### src/rtl/pflag_pkg.sv
package pflag_pkg;
  typedef struct packed {
    logic dirWr;
    logic dataWr;
    logic modeCap;
    logic selDir;
    logic selData;
  } pflag_strb_t;
endpackage

### src/rtl/pflag_ctrl.sv
module pflag_ctrl
  import pflag_pkg::*;
#(
  parameter int ADDR_W    = 4,
  parameter int DIR_ADDR  = 0,
  parameter int DATA_ADDR = 1
) (
  input  logic              clk,
  input  logic              rst_n,
  input  logic [ADDR_W-1:0] addr,
  input  logic              wrEn,
  output pflag_strb_t       strb
);
  localparam logic [ADDR_W-1:0] DirA  = ADDR_W'(DIR_ADDR);
  localparam logic [ADDR_W-1:0] DataA = ADDR_W'(DATA_ADDR);

  logic rstDone;

  // rstDone goes high on the first edge after release; modeCap marks that edge
  always_ff @(posedge clk or negedge rst_n) begin
    if (!rst_n) rstDone <= 1'b0;
    else        rstDone <= 1'b1;
  end

  always_comb begin
    strb.selDir  = (addr == DirA);
    strb.selData = (addr == DataA);
    strb.dirWr   = rst_n && wrEn && strb.selDir;
    strb.dataWr  = rst_n && wrEn && strb.selData;
    strb.modeCap = rst_n && !rstDone;
  end
endmodule

### src/rtl/pflag_dp.sv
module pflag_dp
  import pflag_pkg::*;
#(
  parameter int NUM_PINS    = 8,
  parameter int MODE_BITS   = 4,
  parameter int SYNC_STAGES = 2
) (
  input  logic                 clk,
  input  logic                 rst_n,
  input  pflag_strb_t          strb,
  input  logic [NUM_PINS-1:0]  wrData,
  input  logic [NUM_PINS-1:0]  pinIn,
  output logic [NUM_PINS-1:0]  rdData,
  output logic [NUM_PINS-1:0]  pinOut,
  output logic [NUM_PINS-1:0]  pinOe,
  output logic [MODE_BITS-1:0] modeBits
);
  localparam int LastStage = SYNC_STAGES - 1;

  logic [NUM_PINS-1:0] dirReg;
  logic [NUM_PINS-1:0] dataReg;
  logic [NUM_PINS-1:0] syncQ [SYNC_STAGES];
  logic [NUM_PINS-1:0] pinView;

  // synchronizer has no reset so it tracks the straps while reset is held
  always_ff @(posedge clk) syncQ[0] <= pinIn;
  for (genvar s = 1; s < SYNC_STAGES; s++) begin : g_sync
    always_ff @(posedge clk) syncQ[s] <= syncQ[s-1];
  end

  always_ff @(posedge clk or negedge rst_n) begin
    if (!rst_n) begin
      dirReg  <= '0;
      dataReg <= '0;
    end else begin
      if (strb.dirWr)  dirReg  <= wrData;
      if (strb.dataWr) dataReg <= wrData;
    end
  end

  always_ff @(posedge clk or negedge rst_n) begin
    if (!rst_n)            modeBits <= '0;
    else if (strb.modeCap) modeBits <= syncQ[LastStage][MODE_BITS-1:0];
  end

  for (genvar i = 0; i < NUM_PINS; i++) begin : g_view
    assign pinView[i] = dirReg[i] ? dataReg[i] : syncQ[LastStage][i];
  end

  always_comb begin
    if (strb.selDir)       rdData = dirReg;
    else if (strb.selData) rdData = pinView;
    else                   rdData = '0;
  end

  assign pinOut = dataReg;
  assign pinOe  = dirReg;
endmodule

### src/rtl/pflag_io.sv
module pflag_io
  import pflag_pkg::*;
#(
  parameter int NUM_PINS    = 8,
  parameter int MODE_BITS   = 4,
  parameter int ADDR_W      = 4,
  parameter int SYNC_STAGES = 2
) (
  input  logic                 clk,
  input  logic                 rst_n,
  input  logic [ADDR_W-1:0]    busAddr,
  input  logic                 busWrEn,
  input  logic [NUM_PINS-1:0]  busWrData,
  output logic [NUM_PINS-1:0]  busRdData,
  input  logic [NUM_PINS-1:0]  pinIn,
  output logic [NUM_PINS-1:0]  pinOut,
  output logic [NUM_PINS-1:0]  pinOe,
  output logic [MODE_BITS-1:0] modeBits
);
  pflag_strb_t strb;

  pflag_ctrl #(.ADDR_W(ADDR_W)) ctrl_i (
    .clk(clk), .rst_n(rst_n), .addr(busAddr), .wrEn(busWrEn), .strb(strb)
  );

  pflag_dp #(.NUM_PINS(NUM_PINS), .MODE_BITS(MODE_BITS), .SYNC_STAGES(SYNC_STAGES)) dp_i (
    .clk(clk), .rst_n(rst_n), .strb(strb), .wrData(busWrData), .pinIn(pinIn),
    .rdData(busRdData), .pinOut(pinOut), .pinOe(pinOe), .modeBits(modeBits)
  );
endmodule

### config.mk
export PLATFORM = sky130hd
export DESIGN_NAME = pflag_io
export DESIGN_NICKNAME = d
export VERILOG_FILES = /design/src/rtl/pflag_pkg.sv /design/src/rtl/pflag_ctrl.sv /design/src/rtl/pflag_dp.sv /design/src/rtl/pflag_io.sv
export SDC_FILE = /design/constraint.sdc
export NUM_CORES = 1
export LEC_CHECK = 0
export CORE_MARGIN = 4
export CORE_UTILIZATION = 35
export DETAILED_ROUTE_END_ITERATION = 10
export DONT_BUFFER_PORTS = 1
export SLEW_MARGIN = 10
export SYNTH_ARGS = -nofsm -noshare
export SYNTH_HDL_FRONTEND = slang
export SYNTH_SLANG_ARGS = --single-unit
### constraint.sdc
create_clock -name clk -period 1.9 [get_ports clk]
set_input_delay 0.19 -clock clk [delete_from_list [all_inputs] [get_ports clk]]
set_output_delay 0.19 -clock clk [all_outputs]
set_load 0.05 [all_outputs]
After elaboration in Yosys (flattened, before gate mapping)
Memories as Yosys holds them, arrays and structs flattened.
Cells that the tools add are included.
Word-level totals
  bits in read-only memories: 0
  register bits after elaboration: 21
  latch bits: 0
  memories kept: 1
  RAM bits: 16
  word-level logic and storage cells: 22
  output and inout port bits: 28
Cells by class
  $add $sub $neg: 0
  bitwise gates (word level): 0
  magnitude comparators: 0
  shift-type cells: 0
  multiply operators: 0
  equality and inequality tests: 1
  div/mod/pow operators: 0
  muxes and demuxes: 10
  reduce and logical (&&, ||, !) cells: 6
Memory list
  dp_i.syncQ: words 2, bits a word 8, rd ports 2, clocked after memory_dff 0, write ports 2, line pflag_dp.sv:22  | logic [NUM_PINS-1:0] syncQ [SYNC_STAGES];
Operators by type and width (number)
  2-to-1 mux 8 bit: 2
  2-to-1 mux 1 bit: 8
  equality test 4 x 1 -> 1 bit (second input constant): 1
  logical AND 1 bit: 4
  zero test 4 bit: 1
  zero test 1 bit: 1

Longest topological paths before layout
  depth in word-level cells: 3
  gate-level depth with buffers: 4

Cells and area by module
From an unflattened synthesis, not the netlist that was laid out.
Unflattened totals
  cell total of the unflattened synthesis: 109
  area, all modules: 1377.6 µm²
Modules (own cells, without submodules)
  pflag_dp: area each 1302.5 µm², cells each 102, times used 1
  pflag_ctrl: area each 75.1 µm², cells each 7, times used 1

Worst setup path after synthesis
OpenSTA, ideal clock, no wires.
  path type: flip-flop to output port
  start point: reg dp_i.dirReg[0] (netlist: dp_i.pinOe[0])
  end point: out busRdData[0]
  arrival: 1584 ps
  required time: 1710 ps
  buffers on the path: 0
  cell stages (with the launch flop): 3
  slack: 126 ps
  cell sequence: dfrtp_1 nand3b_1 a21oi_1
On the way
  cells in the longest elaborated chain, start to end: 3
RTL lines
  from (decl): line pflag_dp.sv:20  | logic [NUM_PINS-1:0] dirReg;
  from (signal assigned): line pflag_dp.sv:36  | if (strb.dirWr) dirReg <= wrData;
  2-to-1 mux 1 bit: line pflag_dp.sv:47  | assign pinView[i] = dirReg[i] ? dataReg[i] : syncQ[LastStage][i];
  2-to-1 mux 8 bit: line pflag_dp.sv:52  | else if (strb.selData) rdData = pinView;
  2-to-1 mux 8 bit *: line pflag_dp.sv:51  | if (strb.selDir) rdData = dirReg;
  to (decl): line pflag_io.sv:14  | output logic [NUM_PINS-1:0] busRdData,
Mark *: on every way between the ends. The rest lies on a longest branch, timed or not.

Worst setup path in the final report
  start point: reg dp_i.dirReg[5] (netlist: dp_i.pinOe[5])
  end point: out busRdData[5]
The elaborated chain is that of the path after synthesis.

==> metrics.json <==
{
  "status": {
    "status": "complete, no violations"
  },
  "timing": {
    "fin_setup_tns_ns": 0,
    "final_period_minus_worst_setup_slack_ns": 1.69,
    "setup_viol_count_final": 0,
    "fin_crit_sh": 0.889,
    "report.final.hold_viol_count": 0,
    "tightestPinTransition_ns": 1.02,
    "clock_skew_ns": 0.00250,
    "report.final.slew_viol_count": 0,
    "unrepaired_setup_endpoints_after_global_routing": "no",
    "fmax_mhz": 592,
    "worst_slew_margin_rel": 0.315
  },
  "global_route": {
    "globalRouteOverflowTotal": 0,
    "grt_start_max_net_pins": 22,
    "gr-usage-all-layers": 0.139,
    "grt_pass1_vias": 889,
    "number_of_antenna_violations_at_the_first_check_in_global_routing": 0,
    "grt_pass1_wl_um": 4490
  },
  "critical_path": {
    "reg2reg_setup_slack_ns": 0.85,
    "crit_arrival_ns": 1.50,
    "worst_setup_ep": "busRdData[5]",
    "timing.critical_path.depth": 3,
    "critPathSlowestCell": "sky130_fd_sc_hd__dfrtp_1",
    "worstSetupPathType": "reg2out",
    "r2r_startpoint": "dp_i.pinOut[2]",
    "worst-endpoint-required_ns": 1.71,
    "timing.reg2reg.worst_path_depth": 1,
    "regToRegEndpoint": "dp_i.pinOut[2]",
    "cp_max_fo": 4,
    "cp_cell_sequence": "o21ai_0 -> a21oi_1 -> buf_4",
    "setup.worst_path.end_class": "output port",
    "crit_path_max_incr_delay_ns": 0.66,
    "critical_path.n_buffers_inverters": 1,
    "crit_path_start_kind": "register",
    "worstSetupStartpoint": "dp_i.pinOe[5]",
    "path_delay_family": "flip-flops"
  },
  "synthesis": {
    "postSynthAreaPerCell_sq_um": 14.1,
    "netlist_top_cells_area": "sky130_fd_sc_hd__dfrtp_1, sky130_fd_sc_hd__dfxtp_1, sky130_fd_sc_hd__mux2_2",
    "syn-instance-count": 91,
    "synth.lib_cells_used.distinct": 16,
    "netlist.top_cell.by_area": "sky130_fd_sc_hd__dfrtp_1",
    "netlist.area_leader.share": 0.408,
    "syn-num-nets": 114,
    "total_of_warnings_raised_by_yosys": 0,
    "ys_seq_area_frac": 0.657,
    "synth_area_sq_um": 1290,
    "synth_seq_cells": 37
  },
  "power_and_ir_drop": {
    "vdd.ir_drop.worst_mv": 0.601,
    "power_leakage_nw": 0.741,
    "power_density_nw_per_um2": 1230,
    "design_power_total_mw": 2.02
  },
  "cts": {
    "cts_htree_levels": 2,
    "tritoncts": "yes",
    "cts.path.max_buffers": 2,
    "number_of_buffers_created_by_cts": 5,
    "cts.root.buffer_cell": "sky130_fd_sc_hd__clkbuf_8",
    "worstSkewPairLatency_ns": 0.28,
    "cts_sinks": 37,
    "cts_post_setup_buffers_inserted": 0,
    "cts.clk_slew.worst_paths_ns": 0.07
  },
  "placement": {
    "place_hpwl_um": 2090,
    "io_buffer_count": 0,
    "last_weighted_congestion_value_of_the_routability_driven_placer": 0.637
  },
  "routing": {
    "num_vias": 837,
    "drcViolationCount": 0,
    "final_antenna_net_count": 0,
    "detailedRoute.firstIterationViolations": 20,
    "drt-wirelength-per-cell_um": 17.6,
    "detailed_routing_iteration_count_for_the_pre_antenna_repair_pass": 3,
    "wl_um": 2980,
    "viasPerCell": 4.95
  },
  "die": {
    "floorplan.die.height_um": 68.7,
    "boundaryPins": 51,
    "die_area_sq_um": 4710,
    "fp.coreArea_sq_um": 3440,
    "fp-row-count": 21,
    "dieWidth_um": 68.7,
    "start_util": 0.374
  },
  "final_layout": {
    "fillCellCount": 309,
    "area_growth_pct": 27.7,
    "final-seq-area_sq_um": 846,
    "antenna-diode-count": 0,
    "multi_input_comb_area_sq_um": 425,
    "nets": 146,
    "drive_above_1_share": 0.390
  },
  "job": {
    "maxCapViolCount": 0
  },
  "hold_path": {
    "worst_hold_path_type": "in2reg",
    "hold_path.startpoint": "busWrData[7]"
  }
}
## state kept, by name, indices dropped and copies added (netlist names)
signal          cells
dp_i.pinOe          8
dp_i.syncQ         16
dp_i.modeBits       4
dp_i.pinOut         8
ctrl_i.rstDone      1
## kinds of logic (layout without fill, tap and decap cells)
kind of cell / after synthesis / in the layout / synth area share
and+or+nand+nor: 14 / 14 / 0.0904
DFF: 37 / 37 / 0.657
other: 1 / 1 / 0.00291
buffers and inverters: 3 / 35 / 0.0126
AOI/OAI and AO/OA: 16 / 16 / 0.0622
muxes: 20 / 20 / 0.175
## area by class of cell
| type | instances | share of cell area |
|---|---|---|
| clock buffers | 7 | 0.0525 |
| flip-flops and latches | 37 | 0.514 |
| inverters | 1 | 0.00228 |
| repair buffers | 27 | 0.137 |
| multi-input cells | 51 | 0.259 |
| well taps | 46 | 0.0350 |
## where the power goes
group          total, mW  leakage, nW  internal (mW)  switching, mW
Sequential          1.08        0.398          0.878          0.202
Combinational      0.403        0.298          0.155          0.249
Clock              0.535       0.0443          0.287          0.248
## metrics by stage
step | std cells | utilization | hold WS, ns | cell area, sq um | worst slack (ns)
after CTS | 169 | 0.478 | 0.0464 | 1640 | 0.189
after detailed placement | 153 | 0.426 | -0.105 | 1470 | 0.505
after floorplan | 91 | - | -0.106 | 1290 | 0.126
after global routing | 169 | 0.478 | 0.0436 | 1640 | 0.0953
after global placement | 153 | 0.426 | -0.105 | 1470 | 0.526
final | 169 | 0.478 | 0.0562 | 1640 | 0.211
## synthesized netlist by cell type
cell type,count
sky130_fd_sc_hd__nor2_1,1
sky130_fd_sc_hd__dfrtp_1,21
sky130_fd_sc_hd__nand3b_1,8
sky130_fd_sc_hd__and4bb_2,1
sky130_fd_sc_hd__buf_4,1
sky130_fd_sc_hd__mux2_2,20
sky130_fd_sc_hd__nand2_2,1
sky130_fd_sc_hd__o21ai_0,8
sky130_fd_sc_hd__nand3b_4,1
sky130_fd_sc_hd__or3_2,1
sky130_fd_sc_hd__buf_2,1
sky130_fd_sc_hd__a21oi_1,8
sky130_fd_sc_hd__nand2b_1,1
sky130_fd_sc_hd__conb_1,1
sky130_fd_sc_hd__inv_1,1
sky130_fd_sc_hd__dfxtp_1,16
## timing repair
| action | 4_1_cts | 5_1_grt |
|---|---|---|
| hold buffers | 9 | 0 |
| resized for setup | 0 | 0 |
| hold endpoints to repair | 29 | 0 |
## worst min-delay path by stage
stage,cells after the start,slack [ns],to
after global placement,0,-0.11,dp_i.modeBits[1]
after global routing,1,0.04,dp_i.pinOut[7]
after floorplan,0,-0.11,ctrl_i.rstDone
after CTS,1,0.05,dp_i.pinOut[7]
after detailed placement,0,-0.11,dp_i.modeBits[1]
final,1,0.06,dp_i.pinOut[7]
## cell usage in the layout, fill, tap and decap left out, types with 6 or more instances in the layout
cell,Yosys,final
sky130_fd_sc_hd__a21oi_1,8,8
sky130_fd_sc_hd__buf_4,1,18
sky130_fd_sc_hd__clkbuf_8,0,6
sky130_fd_sc_hd__dfrtp_1,21,21
sky130_fd_sc_hd__dfxtp_1,16,16
sky130_fd_sc_hd__dlygate4sd3_1,0,9
sky130_fd_sc_hd__mux2_2,20,20
sky130_fd_sc_hd__nand3b_1,8,8
sky130_fd_sc_hd__o21ai_0,8,8
## per-layer routing
layer  up-vias  global-route usage  share of wire
li1        380                   -              -
met4         0              0.0521          0.013
met3         6              0.0551          0.080
met5         -                   0              0
met2        31               0.230           0.51
met1       420               0.162           0.40
No activity file was read; power rests on OpenSTA's default activity.
